--- config.mk ---
export PLATFORM = sky130hd
export DESIGN_NAME = jtag_spi_bridge
export DESIGN_NICKNAME = d
export VERILOG_FILES = /design/src/rtl/jsb_pkg.sv /design/src/rtl/jsb_frame_ctrl.sv /design/src/rtl/jsb_spi_gate.sv /design/src/rtl/jsb_dr_bit.sv /design/src/rtl/jtag_spi_bridge.sv
export SDC_FILE = /design/constraint.sdc
export NUM_CORES = 1
export LEC_CHECK = 0
export BUFFER_PORTS_ARGS = -buffer_cell sky130_fd_sc_hd__buf_2
export CORE_ASPECT_RATIO = 2
export CORE_MARGIN = 1.5
export CORE_UTILIZATION = 36
export DETAILED_ROUTE_END_ITERATION = 16
export PLACE_DENSITY = 0.56
export RECOVER_POWER = 25
export SKIP_CTS_REPAIR_TIMING = 1
export SYNTH_ARGS = -nofsm -noshare
export SYNTH_HDL_FRONTEND = slang
export SYNTH_SLANG_ARGS = --single-unit
export TNS_END_PERCENT = 1
--- constraint.sdc ---
create_clock -name tck -period 4.8 [get_ports tck]
set_input_delay 0.48 -clock tck [delete_from_list [all_inputs] [get_ports tck]]
set_output_delay 0.48 -clock tck [all_outputs]
set_load 0.05 [all_outputs]
--- src/rtl/jsb_pkg.sv ---
package jsb_pkg;
  typedef enum logic [1:0] {
    PH_HUNT  = 2'd0,
    PH_LEN   = 2'd1,
    PH_XFER  = 2'd2,
    PH_DRAIN = 2'd3
  } jsb_phase_t;
endpackage

--- src/rtl/jsb_frame_ctrl.sv ---
module jsb_frame_ctrl
  import jsb_pkg::*;
#(
  parameter int LEN_W = 32
) (
  input  logic       tck,
  input  logic       rst_n,
  input  logic       tap_reset,
  input  logic       sel,
  input  logic       capture,
  input  logic       shift,
  input  logic       tdi,
  output jsb_phase_t phase
);
  localparam int HDR_CNT_W = (LEN_W > 1) ? $clog2(LEN_W) : 1;
  localparam logic [HDR_CNT_W-1:0] HDR_LAST = HDR_CNT_W'(LEN_W - 1);
  localparam logic [LEN_W-1:0] ONE = LEN_W'(1);

  logic [HDR_CNT_W-1:0] hdr_cnt;
  logic [LEN_W-1:0]     len_sr;
  logic [LEN_W-1:0]     remain;
  logic [LEN_W-1:0]     len_nxt;
  logic                 abort;

  assign abort   = !sel || capture || tap_reset;
  assign len_nxt = {len_sr[LEN_W-2:0], tdi};

  always_ff @(posedge tck or negedge rst_n) begin
    if (!rst_n) begin
      phase   <= PH_HUNT;
      hdr_cnt <= '0;
      len_sr  <= '0;
      remain  <= '0;
    end else if (abort) begin
      phase   <= PH_HUNT;
      hdr_cnt <= '0;
    end else if (shift) begin
      unique case (phase)
        PH_HUNT: begin
          if (tdi) begin
            phase   <= PH_LEN;
            hdr_cnt <= '0;
          end
        end
        PH_LEN: begin
          len_sr  <= len_nxt;
          hdr_cnt <= hdr_cnt + 1'b1;
          if (hdr_cnt == HDR_LAST) begin
            remain <= len_nxt;
            phase  <= (len_nxt == '0) ? PH_DRAIN : PH_XFER;
          end
        end
        PH_XFER: begin
          remain <= remain - ONE;
          if (remain == ONE) phase <= PH_DRAIN;
        end
        default: phase <= PH_DRAIN;
      endcase
    end
  end

  assert_marker_R2: assert property (@(posedge tck) disable iff (!rst_n)
    (phase == PH_HUNT && shift && tdi && !abort) |=> phase == PH_LEN);

  assert_abort_R8: assert property (@(posedge tck) disable iff (!rst_n)
    abort |=> phase == PH_HUNT);

  assert_zero_len_R9: assert property (@(posedge tck) disable iff (!rst_n)
    (phase == PH_LEN && shift && !abort && hdr_cnt == HDR_LAST && !tdi
     && len_sr[LEN_W-2:0] == '0) |=> phase == PH_DRAIN);

  assert_count_R4: assert property (@(posedge tck) disable iff (!rst_n)
    (phase == PH_XFER && shift && !abort) |=>
      (remain == $past(remain) - ONE));

  assert_pause_R10: assert property (@(posedge tck) disable iff (!rst_n)
    (phase == PH_XFER && !shift && !abort) |=>
      ($stable(remain) && phase == PH_XFER));
endmodule

--- src/rtl/jsb_spi_gate.sv ---
module jsb_spi_gate
  import jsb_pkg::*;
(
  input  logic       tck,
  input  logic       rst_n,
  input  logic       tap_reset,
  input  logic       sel,
  input  logic       capture,
  input  logic       shift,
  input  logic       tdi,
  input  jsb_phase_t phase,
  output logic       xfer,
  output logic       spi_sck,
  output logic       spi_cs_n,
  output logic       spi_mosi
);
  logic sck_en_q;
  logic sck_en_d;

  assign xfer     = (phase == PH_XFER);
  assign sck_en_d = xfer && shift && sel && !capture && !tap_reset;

  // Enable is settled on the falling edge so the gated clock never glitches.
  always_ff @(negedge tck or negedge rst_n) begin
    if (!rst_n) sck_en_q <= 1'b0;
    else        sck_en_q <= sck_en_d;
  end

  assign spi_sck  = tck & sck_en_q;
  assign spi_cs_n = !xfer;
  assign spi_mosi = xfer & tdi;

  assert_sck_in_window_R4: assert property (@(posedge tck) disable iff (!rst_n)
    sck_en_q |-> !spi_cs_n);
endmodule

--- src/rtl/jsb_dr_bit.sv ---
module jsb_dr_bit (
  input  logic tck,
  input  logic rst_n,
  input  logic tap_reset,
  input  logic sel,
  input  logic capture,
  input  logic shift,
  input  logic xfer,
  input  logic tdi,
  input  logic miso,
  output logic tdo
);
  always_ff @(posedge tck or negedge rst_n) begin
    if (!rst_n)                tdo <= 1'b0;
    else if (tap_reset)        tdo <= 1'b0;
    else if (sel && capture)   tdo <= 1'b0;
    else if (sel && shift)     tdo <= xfer ? miso : tdi;
  end

  assert_tdo_follow_R6: assert property (@(posedge tck) disable iff (!rst_n)
    (sel && shift && !capture && !tap_reset && !xfer) |=> tdo == $past(tdi));

  assert_tdo_miso_R7: assert property (@(posedge tck) disable iff (!rst_n)
    (sel && shift && !capture && !tap_reset && xfer) |=> tdo == $past(miso));
endmodule

--- src/rtl/jtag_spi_bridge.sv ---
module jtag_spi_bridge
  import jsb_pkg::*;
#(
  parameter int LEN_W = 32
) (
  input  logic tck,
  input  logic rst_n,
  input  logic tap_reset,
  input  logic sel,
  input  logic capture,
  input  logic shift,
  input  logic update,
  input  logic tdi,
  output logic tdo,
  output logic spi_sck,
  output logic spi_cs_n,
  output logic spi_mosi,
  input  logic spi_miso
);
  jsb_phase_t phase;
  logic       xfer;
  logic       unused_update;

  assign unused_update = update;

  jsb_frame_ctrl #(.LEN_W(LEN_W)) u_ctrl (
    .tck(tck), .rst_n(rst_n), .tap_reset(tap_reset), .sel(sel),
    .capture(capture), .shift(shift), .tdi(tdi), .phase(phase)
  );

  jsb_spi_gate u_gate (
    .tck(tck), .rst_n(rst_n), .tap_reset(tap_reset), .sel(sel),
    .capture(capture), .shift(shift), .tdi(tdi), .phase(phase),
    .xfer(xfer), .spi_sck(spi_sck), .spi_cs_n(spi_cs_n), .spi_mosi(spi_mosi)
  );

  jsb_dr_bit u_dr (
    .tck(tck), .rst_n(rst_n), .tap_reset(tap_reset), .sel(sel),
    .capture(capture), .shift(shift), .xfer(xfer), .tdi(tdi),
    .miso(spi_miso), .tdo(tdo)
  );
endmodule

# Word level (Yosys, flattened, before mapping)
# Cells that the tools add are included.
# totals
latchBits	0
output_inout_bits	4
romBits	0
ramBits	0
mem_count	0
elab_cells	58
ff_bits	72
input_bits	9
# op_classes
reduce_logical	22
div_mod_pow	0
muxes	17
shifts	0
addsub	2
multipliers	0
n_lt_le_gt_ge	0
n_bitwise	3
n_eq_ne	8
# ops
cell	count
case mux 32 bit (2 select lines)	1
== test 32 x 1 -> 1 bit (second input constant)	1
logical NOT 32 bit	1
2-to-1 mux 32 bit	1
subtractor 32 x 1 -> 32 bit (second input constant)	1
2-to-1 mux 5 bit	3
2-to-1 mux 2 bit	5
case mux 5 bit (2 select lines)	1
AND reduction 4 bit	2
logical AND 1 bit	6
case mux 2 bit (3 select lines)	1
AND reduction 3 bit	2
nonzero test 3 bit	2
adder 5 x 1 -> 5 bit (second input constant)	1
== test 5 bit (second input constant)	1
2-to-1 mux 1 bit	5
logical NOT 1 bit	4
nonzero test 2 bit	2
!= test 3 x 1 -> 1 bit (second input constant)	1
!= test 3 x 2 -> 1 bit (second input constant)	1
!= test 3 bit (second input constant)	1
bitwise AND 1 bit	2
== test 2 x 1 -> 1 bit (second input constant)	1
== test 2 bit (second input constant)	1
4 further kinds	5

# Longest topological paths before layout
# logic_depth
word_depth	6
depth_mapped	10
ltp_nobuf	8

# By module
# From an unflattened synthesis, not the netlist that was laid out.
# unflattened
hier_cells	400
area_unflattened_um2	3908.7
# by_module_without_submodules
module	instances	cells_per_inst	area_each_um2
jsb_frame_ctrl	1	387	3767.4
jsb_spi_gate	1	7	72.6
jsb_dr_bit	1	6	68.8

==> results.py <==
metrics = {
    "floorplanning": {
        "start_util_pct": 36.6,
        "ioPinCount": 13,
        "core_um2": 10400,
        "placementRows": 53,
        "die_w_um": 75.8,
        "die_area_um2": 11300,
        "die_y_um": 149,
    },
    "detailed_routing": {
        "antenna_left": 0,
        "vias": 3058,
        "first_iter_violations": 223,
        "drt-total-wl_mm": 9.65,
        "post-route-drc-count": 0,
        "wl_per_cell_um": 18.2,
        "first_pass_iters": 4,
        "via_per_inst": 5.76,
    },
    "sta": {
        "finClkSkew_ns": 0.0262,
        "drv_slew": 43,
        "setup-violations-final": 0,
        "fin_tns_setup_ns": 0,
        "rsz0062_at_grt": "no",
        "setup_ws_ns": 0.700,
        "whs_ns": 0.221,
        "max_slew_margin_pct": -52.2,
        "worst_slew_pin_slew_ns": 2.28,
        "hold_viol": 0,
    },
    "placement": {
        "io_buffers": 11,
        "place_congestion": 0.784,
        "hpwl_mm": 6.80,
        "place_area_um2": 4000,
        "dp_slack_ns": 1.08,
    },
    "finish": {
        "diodes": 0,
        "final_cell_mix": "dfrtp_1, mux2_2, nand2_1, a21oi_1, o22ai_1",
        "final_cell_area_um2": 4380,
        "fin_nets": 405,
        "final_common_cell": "dfrtp_1",
        "fillers": 1032,
        "synthToLayoutAreaGrowth_pct": 14.9,
        "drive_above_1_share_pct": 18.5,
    },
    "grt": {
        "grt_max_degree": 43,
        "grt_pass1_vias": 3082,
        "grt_pass1_wl_mm": 15.1,
        "antenna_found_initial": 0,
        "grt_util_all_layers_pct": 18.3,
        "overflow": 0,
    },
    "yosys": {
        "ys_ff_latch": 72,
        "synth_warnings": 0,
        "synth_edf_count": 0,
        "syn-num-nets": 394,
        "synthCells": 378,
        "netlist-cell-type-count": 54,
        "async_flop_share_pct": 100,
        "postSynthAreaPerCell_um2": 10.1,
        "syn-cell-area_um2": 3810,
        "synth_seq_area_share_pct": 47.3,
        "synth_top_flop_cell": "dfrtp_1",
    },
    "setup_path": {
        "crit_path_cell_trace": "and2_1, buf_2",
        "critical_path_buf_inv_count": 1,
        "crit_family": "flip-flops",
        "slowest_stage": "dfrtn_1",
        "path_class": "flip-flop to output pin",
        "crit_path_max_incr_delay_ns": 0.38,
        "startpoint_type": "flip-flop",
        "cp-end-kind": "output pin",
        "cp.arrival_ns": 3.62,
        "cp.required_ns": 4.32,
        "critPathMaxFanout": 1,
    },
    "flow_run": {
        "drv_cap": 1,
    },
    "clocking": {
        "cts_tree": "done",
        "clock_latency_ns": 0.47,
        "clkTransAtPathRegs_ns": 0.06,
    },
    "hold_path": {
        "worstHoldPathType": "input pin to flip-flop",
    },
    "status": {
        "status": "finished with violations",
        "violations": "max-capacitance violations, max-slew violations",
    },
    "power_and_ir_drop": {
        "p_leak_uw": 0.00194,
        "peakVddDrop_mv": 0.211,
        "total_power_uw": 1720,
        "p_per_area_nw_per_um2": 392,
    },
}
cells by family (layout without fill, tap and decap cells):
family / after synthesis / in the layout / share of synthesized area, %
buffers and inverters: 27 / 43 / 2.76
AO/OA/AOI/OAI: 99 / 99 / 16.8
flip-flops: 72 / 72 / 47.3
adder cells (fa/ha/maj): 7 / 7 / 2.30
multiplexers: 41 / 41 / 11.8
AND/OR/NAND/NOR: 132 / 132 / 19.1
cell type report:
cell class	count	area (µm²)	share of cell area [%]
Clock buffer	15	323	7.37
Inverter	7	26.3	0.600
Sequential cell	72	1800	41.1
Tap cell	137	171	3.91
Clock inverter	5	56.3	1.29
Timing Repair Buffer	16	95.1	2.17
Multi-Input combinational cell	279	1910	43.5
cells in the mapped netlist, types with 3 or more instances:
library cell | count | share of area, %
nor4_1 | 14 | 2.3
a221oi_1 | 3 | 0.69
nor3_1 | 12 | 1.6
nand4_1 | 4 | 0.66
a31oi_1 | 4 | 0.66
a21oi_1 | 26 | 3.4
inv_1 | 7 | 0.69
o22ai_1 | 24 | 3.9
buf_2 | 3 | 0.39
and3b_1 | 3 | 0.69
or4_1 | 4 | 0.79
mux2i_1 | 11 | 2.9
nor2_1 | 22 | 2.2
clkbuf_1 | 13 | 1.3
nand3_1 | 15 | 2.0
a2bb2oi_1 | 3 | 0.69
ha_1 | 7 | 2.3
and3_1 | 4 | 0.66
buf_1 | 4 | 0.39
nand2_1 | 27 | 2.7
o21ai_0 | 16 | 2.1
a22oi_1 | 3 | 0.59
a32oi_1 | 3 | 0.69
a311oi_1 | 3 | 0.69
dfrtp_1 | 71 | 47
or3_1 | 3 | 0.49
nand2b_1 | 3 | 0.49
mux2_2 | 30 | 8.9
a211oi_1 | 3 | 0.59
power by group:
part,switching (µW),internal [µW],leakage (µW)
logic,150,92.5,0.000762
registers,47.1,641,0.000986
clock network,267,521,0.000191
stage by stage:
step                std cells  util [%]
finish                    531      42.1
global route              531      42.1
CTS                       530      42.0
detailed placement        511      38.4
global placement          511      38.4
floorplan                 378         -
worst paths after layout:
| path | from | end | slack, ns | depth (start not counted) |
|---|---|---|---|---|
| worst max-delay path | u_gate.sck_en_q$_DFF_NN0_ | spi_sck | 0.70 | 2 |
| min in group asynchronous | rst_n | u_ctrl.len_sr[12]$_DFFE_PN0P_ | 0.50 | 2 |
| worst max register to register | u_ctrl.phase[0]$_DFFE_PN0P_ | u_gate.sck_en_q$_DFF_NN0_ | 1.50 | 3 |
| max in group asynchronous | rst_n | u_gate.sck_en_q$_DFF_NN0_ | 1.69 | 2 |
| worst min register to register | u_ctrl.hdr_cnt[4]$_DFFE_PN0P_ | u_ctrl.hdr_cnt[4]$_DFFE_PN0P_ | 0.53 | 2 |
| worst min-delay path | tap_reset | u_dr.tdo$_DFFE_PN0P_ | 0.22 | 2 |
metal layers:
layer	track usage (%)	part of all wire [%]	vias up
li1	-	-	1468
met1	18.0	36	1504
met2	33.4	56	61
met3	3.59	2.4	25
met4	10.9	5.0	0
met5	0	0	-
sequential cells by signal, summed over array words and instances, names as in the netlist:
signal	flops
u_ctrl.remain	32
u_ctrl.len_sr	31
u_ctrl.hdr_cnt	5
u_ctrl.phase	2
u_gate.sck_en_q	1
u_dr.tdo	1
(Power assumes the default switching activity.)
